$ cat src/rtl/fpcsr_pkg.sv
package fpcsr_pkg;
  localparam int WORD_W   = 32;
  localparam int RND_W    = 3;
  localparam int FLAG_N   = 5;
  localparam int RND_LSB  = 0;
  localparam int TRAP_LSB = 5;
  localparam int FLAG_LSB = 10;

  localparam logic [WORD_W-1:0] RND_MASK  = WORD_W'(((1 << RND_W) - 1) << RND_LSB);
  localparam logic [WORD_W-1:0] TRAP_MASK = WORD_W'(((1 << FLAG_N) - 1) << TRAP_LSB);
  localparam logic [WORD_W-1:0] FLAG_MASK = WORD_W'(((1 << FLAG_N) - 1) << FLAG_LSB);
  localparam logic [WORD_W-1:0] CTRL_MASK = RND_MASK | TRAP_MASK;

  typedef enum logic [1:0] {
    RM_NEAR_EVEN = 2'd0,
    RM_TO_ZERO   = 2'd1,
    RM_UP        = 2'd2,
    RM_DOWN      = 2'd3
  } rnd_mode_e;
endpackage

$ cat src/rtl/fpcsr_rnd_decode.sv
module fpcsr_rnd_decode
  import fpcsr_pkg::*;
(
  input  logic [RND_W-1:0] code_i,
  output rnd_mode_e        mode_o,
  output logic             unsup_o
);
  always_comb begin
    unsup_o = 1'b0;
    mode_o  = RM_NEAR_EVEN;
    case (code_i)
      3'd0:    mode_o = RM_NEAR_EVEN;
      3'd1:    mode_o = RM_TO_ZERO;
      3'd2:    mode_o = RM_UP;
      3'd3:    mode_o = RM_DOWN;
      default: unsup_o = 1'b1;
    endcase
  end
endmodule

$ cat src/rtl/fpcsr_rnd_track.sv
module fpcsr_rnd_track
  import fpcsr_pkg::*;
(
  input  logic             clk_i,
  input  logic             rst_ni,
  input  logic             wr_en_i,
  input  logic [RND_W-1:0] new_code_i,
  input  logic [RND_W-1:0] cur_code_i,
  output rnd_mode_e        mode_o,
  output logic             err_o
);
  rnd_mode_e dec_mode;
  logic      dec_unsup;
  logic      redecode;
  rnd_mode_e mode_q;
  logic      err_q;

  fpcsr_rnd_decode u_dec (
    .code_i (new_code_i),
    .mode_o (dec_mode),
    .unsup_o(dec_unsup)
  );

  // re-decode only when the field actually changes
  assign redecode = wr_en_i && (new_code_i != cur_code_i);

  always_ff @(posedge clk_i or negedge rst_ni) begin
    if (!rst_ni) begin
      mode_q <= RM_NEAR_EVEN;
      err_q  <= 1'b0;
    end else if (redecode) begin
      err_q <= dec_unsup;
      if (!dec_unsup) mode_q <= dec_mode;
    end
  end

  assign mode_o = mode_q;
  assign err_o  = err_q;

  p_mode_hold_r5: assert property (@(posedge clk_i) disable iff (!rst_ni)
    (wr_en_i && new_code_i == cur_code_i) |=> ($stable(mode_q) && $stable(err_q)));

  p_bad_keeps_mode_r4: assert property (@(posedge clk_i) disable iff (!rst_ni)
    (wr_en_i && new_code_i != cur_code_i && new_code_i[2]) |=> (err_q && $stable(mode_q)));
endmodule

$ cat src/rtl/fpcsr_flag_accum.sv
module fpcsr_flag_accum
  import fpcsr_pkg::*;
(
  input  logic              clk_i,
  input  logic              rst_ni,
  input  logic              load_i,
  input  logic [FLAG_N-1:0] load_val_i,
  input  logic [FLAG_N-1:0] exc_i,
  output logic [FLAG_N-1:0] flags_o
);
  logic [FLAG_N-1:0] flags_q;

  for (genvar i = 0; i < FLAG_N; i++) begin : g_flag
    always_ff @(posedge clk_i or negedge rst_ni) begin
      if (!rst_ni)     flags_q[i] <= 1'b0;
      else if (load_i) flags_q[i] <= load_val_i[i] | exc_i[i];
      else             flags_q[i] <= flags_q[i] | exc_i[i];
    end
  end

  assign flags_o = flags_q;

  p_sticky_r7: assert property (@(posedge clk_i) disable iff (!rst_ni)
    !load_i |=> ((flags_q & $past(flags_q)) == $past(flags_q)));

  p_pulse_sets_r7: assert property (@(posedge clk_i) disable iff (!rst_ni)
    (|exc_i) |=> ((flags_q & $past(exc_i)) == $past(exc_i)));

  p_load_r6: assert property (@(posedge clk_i) disable iff (!rst_ni)
    load_i |=> (flags_q == ($past(load_val_i) | $past(exc_i))));
endmodule

$ cat src/rtl/fpcsr_ctrl_store.sv
module fpcsr_ctrl_store
  import fpcsr_pkg::*;
(
  input  logic              clk_i,
  input  logic              rst_ni,
  input  logic              wr_en_i,
  input  logic [WORD_W-1:0] wr_data_i,
  output logic [WORD_W-1:0] ctrl_o
);
  logic [WORD_W-1:0] ctrl_q;

  always_ff @(posedge clk_i or negedge rst_ni) begin
    if (!rst_ni)      ctrl_q <= '0;
    else if (wr_en_i) ctrl_q <= wr_data_i & CTRL_MASK;
  end

  assign ctrl_o = ctrl_q;

  p_ctrl_stable_r2: assert property (@(posedge clk_i) disable iff (!rst_ni)
    !wr_en_i |=> $stable(ctrl_q));
endmodule

$ cat src/rtl/fp_status_ctrl.sv
module fp_status_ctrl
  import fpcsr_pkg::*;
(
  input  logic              clk_i,
  input  logic              rst_ni,
  input  logic              wr_en_i,
  input  logic [WORD_W-1:0] wr_data_i,
  output logic [WORD_W-1:0] rd_data_o,
  input  logic [FLAG_N-1:0] exc_i,
  output logic [1:0]        rnd_mode_o,
  output logic              rnd_err_o,
  output logic [FLAG_N-1:0] trap_en_o
);
  logic [WORD_W-1:0] ctrl;
  logic [FLAG_N-1:0] flags;
  rnd_mode_e         mode;

  fpcsr_ctrl_store u_ctrl (
    .clk_i    (clk_i),
    .rst_ni   (rst_ni),
    .wr_en_i  (wr_en_i),
    .wr_data_i(wr_data_i),
    .ctrl_o   (ctrl)
  );

  fpcsr_rnd_track u_rnd (
    .clk_i     (clk_i),
    .rst_ni    (rst_ni),
    .wr_en_i   (wr_en_i),
    .new_code_i(wr_data_i[RND_LSB +: RND_W]),
    .cur_code_i(ctrl[RND_LSB +: RND_W]),
    .mode_o    (mode),
    .err_o     (rnd_err_o)
  );

  // flag state reloads from the trap-enable field of each written word
  fpcsr_flag_accum u_flags (
    .clk_i     (clk_i),
    .rst_ni    (rst_ni),
    .load_i    (wr_en_i),
    .load_val_i(wr_data_i[TRAP_LSB +: FLAG_N]),
    .exc_i     (exc_i),
    .flags_o   (flags)
  );

  assign rd_data_o  = ctrl | (WORD_W'(flags) << FLAG_LSB);
  assign rnd_mode_o = mode;
  assign trap_en_o  = ctrl[TRAP_LSB +: FLAG_N];

  p_unused_zero_r2: assert property (@(posedge clk_i) disable iff (!rst_ni)
    (rd_data_o & ~(CTRL_MASK | FLAG_MASK)) == '0);

  p_err_code_r4: assert property (@(posedge clk_i) disable iff (!rst_ni)
    rnd_err_o |-> rd_data_o[RND_LSB + 2]);
endmodule

$ cat config.mk
export PLATFORM = sky130hd
export DESIGN_NAME = fp_status_ctrl
export DESIGN_NICKNAME = d
export VERILOG_FILES = /design/src/rtl/fpcsr_pkg.sv /design/src/rtl/fpcsr_rnd_decode.sv /design/src/rtl/fpcsr_rnd_track.sv /design/src/rtl/fpcsr_flag_accum.sv /design/src/rtl/fpcsr_ctrl_store.sv /design/src/rtl/fp_status_ctrl.sv
export SDC_FILE = /design/constraint.sdc
export NUM_CORES = 1
export LEC_CHECK = 0
export BUFFER_PORTS_ARGS = -buffer_cell sky130_fd_sc_hd__buf_2
export CAP_MARGIN = 10
export CORE_UTILIZATION = 36
export DETAILED_ROUTE_END_ITERATION = 8
export GPL_TIMING_DRIVEN = 0
export PLACE_DENSITY = 0.84
export SETUP_SLACK_MARGIN = 0.2
export SYNTH_ARGS = -nofsm -noshare
export SYNTH_HDL_FRONTEND = slang
export SYNTH_SLANG_ARGS = --single-unit
$ cat constraint.sdc
create_clock -name clk_i -period 1.4 [get_ports clk_i]
set_input_delay 0.14 -clock clk_i [delete_from_list [all_inputs] [get_ports clk_i]]
set_output_delay 0.14 -clock clk_i [all_outputs]
set_load 0.03 [all_outputs]
==> flow_metrics.env <==
export IMPL_synthDistinctLibCells=17
export IMPL_die_area_sq_mm=0.00257
export IMPL_antenna_found_initial=0
export IMPL_vdd_ir_drop_worst_mv=0.670
export IMPL_crit_family="flip-flops"
export IMPL_finalPower_uw=1330
export IMPL_worst_path_buf_inv=0
export IMPL_worstSetupPathType="reg2reg"
export IMPL_required_ns=1.57
export IMPL_cpPeakStageDelay_ns=0.46
export IMPL_area_growth_pct=43.9
export IMPL_hold_violations=0
export IMPL_dp_cells=161
export IMPL_routedWlPerCell_um=10.0
export IMPL_drc=0
export IMPL_cts_root_buffer_cell="clkbuf_4"
export IMPL_slew_viol_final=0
export IMPL_cp_cell_sequence="xor2_4, o311ai_4, mux2_4"
export IMPL_n_fill_cell=219
export IMPL_io_buffers=36
export IMPL_die_w_um=50.7
export IMPL_clock_sinks=16
export IMPL_drt_pass1_iterations=3
export IMPL_yosysWarnings=0
export IMPL_gp_congestion=0.649
export IMPL_die_height_um=50.7
export IMPL_cts_buffers=3
export IMPL_ioPinCount=80
export IMPL_postSynthAreaPerCell_sq_um=10.8
export IMPL_fmax_mhz=719
export IMPL_grt_use_total=0.143
export IMPL_drtIter0Drc=2
export IMPL_r2r_slack_ns=0.009
export IMPL_synth_cells=79
export IMPL_dp_hpwl_um=1300
export IMPL_crit_fanout=3
export IMPL_clkTransAtPathRegs_ns=0.09
export IMPL_setup_viol_count_final=0
export IMPL_initial_core_util=0.383
export IMPL_cts_tree="built"
export IMPL_final_cells=167
export IMPL_status="finished clean"
export IMPL_final_common_cell="buf_2"
export IMPL_synth_seq_area_share=0.469
export IMPL_min_period_over_period=0.993
export IMPL_hold_path_class="in2reg"
export IMPL_row_count=17
export IMPL_grt_start_max_net_pins=17
export IMPL_core_area_sq_mm=0.00223
export IMPL_clock_skew_ns=0.00317
export IMPL_critical_path_startpoint_type="flop"
export IMPL_grt_pass1_vias=626
export IMPL_setup_tns_ns=0
export IMPL_clk_latency_ns=0.28
export IMPL_cts_htree_levels=1
export IMPL_drive_above_1_share=0.576
export IMPL_min_period_ns=1.39
export IMPL_routed_via_density=3.97
export IMPL_worst_setup_path_end_kind="flop"
export IMPL_final_cell_mix="buf_2 (37), buf_4 (25), conb_1 (19), dfrtp_1 (14), inv_1 (8)"
export IMPL_holdWs_ns=0.0506
export IMPL_vias=663
export IMPL_post_place_ws_ns=0.00629
export IMPL_pwr_density_cell_mw_per_mm2=1080
export IMPL_final_setup_worst_slack_ns=0.00910
export IMPL_antenna_left=0
export IMPL_cpMaxStageDelayCell="dfrtp_2"
export IMPL_grt_pass1_wl_um=2770
export IMPL_nNetsFinal=180
export IMPL_syn_cell_area_sq_um=855
export IMPL_totalWireLength_um=1670
export IMPL_maxCapViolCount=0
export IMPL_diodes=0
export IMPL_rsz0062_at_grt="yes"
export IMPL_synth_seq_cells=16
export IMPL_crit_arrival_ns=1.56
export IMPL_clockBufferDepth=2
export IMPL_p_leak_uw=0.000678
export IMPL_grt_overflow=0
registers in the layout, indices dropped and copies added (netlist names):
name,cells
u_ctrl.ctrl_o,8
u_flags.flags_o,5
u_rnd.err_o,1
u_rnd.mode_o,2
cell type report:
| cell class | count | area (sq um) | area share |
|---|---|---|---|
| sequential | 16 | 403 | 0.328 |
| timing repair buffer | 38 | 198 | 0.161 |
| tap | 28 | 35.0 | 0.0285 |
| buffer | 26 | 189 | 0.154 |
| inverter | 8 | 30.0 | 0.0244 |
| clock buffer | 4 | 36.3 | 0.0295 |
| multi-input combinational | 47 | 339 | 0.276 |
through the flow:
step | util | cell area, sq um
2_1_floorplan | - | 925
3_3_place_gp | 0.510 | 1140
3_5_place_dp | 0.510 | 1140
4_1_cts | 0.538 | 1200
5_1_grt | 0.551 | 1230
6_report | 0.551 | 1230
synth_stat cells:
cell	number	area share
buf_4	24	0.21
dfrtp_1	16	0.47
inv_1	8	0.035
mux2_2	7	0.092
o21ai_0	7	0.041
a21oi_1	5	0.029
mux2_1	2	0.026
buf_2	1	0.0059
clkbuf_1	1	0.0044
conb_1	1	0.0044
nand2_1	1	0.0044
nand3b_1	1	0.0088
nor4b_1	1	0.010
o311ai_0	1	0.010
o311ai_2	1	0.019
xor2_1	1	0.010
xor2_2	1	0.019
per-layer routing:
metal  share of wire  vias up  global-route usage  wire length [um]
met5               0        -                   0                 0
met4          0.0024        0              0.0417                 4
met3           0.071        2              0.0273               118
met2            0.55       30               0.271               913
met1            0.38      297               0.158               635
li1                -      334                   -                 -
worst register-to-register path: stages (launching register included):
cell and delay, ns:
dfrtp_2 0.46, xor2_4 0.18, o311ai_4 0.32, mux2_4 0.33
report_power, final:
group	leakage, uW	total (uW)	switching, uW	internal (uW)
sequential	0.000177	551	37.6	513
clock	0.0000210	298	140	158
combinational	0.000480	484	305	179
logic make-up after synthesis:
group | Yosys count | share of synthesized area
compound gates | 14 | 0.0996
xor+xnor | 2 | 0.0293
buf+inv | 34 | 0.256
flops | 16 | 0.469
mux | 9 | 0.119
other cells | 1 | 0.00439
simple gates | 3 | 0.0234
path summary, 6_finish.rpt:
| kind | endpoint | start | depth (start not counted) |
|---|---|---|---|
| setup / recovery | u_rnd.mode_o[1] | u_ctrl.ctrl_o[0] | 3 |
| hold / removal | u_flags.flags_o[2] | exc_i[2] | 3 |
| setup reg to reg | u_rnd.mode_o[1] | u_ctrl.ctrl_o[0] | 3 |
| hold reg to reg | u_rnd.mode_o[0] | u_rnd.mode_o[0] | 1 |
| max in group asynchronous | u_ctrl.ctrl_o[1] | rst_ni | 2 |
| min in group asynchronous | u_ctrl.ctrl_o[7] | rst_ni | 2 |
timing repair:
action / CTS / global route
pin swaps: 1 / 1
setup buffers: 1 / 0
hold buffers: 1 / 0
endpoints found under the hold margin: 16 / 0
resized for setup: 1 / 4
setup endpoints to repair: 3 / 3
Power figures use the tool's default switching activity.
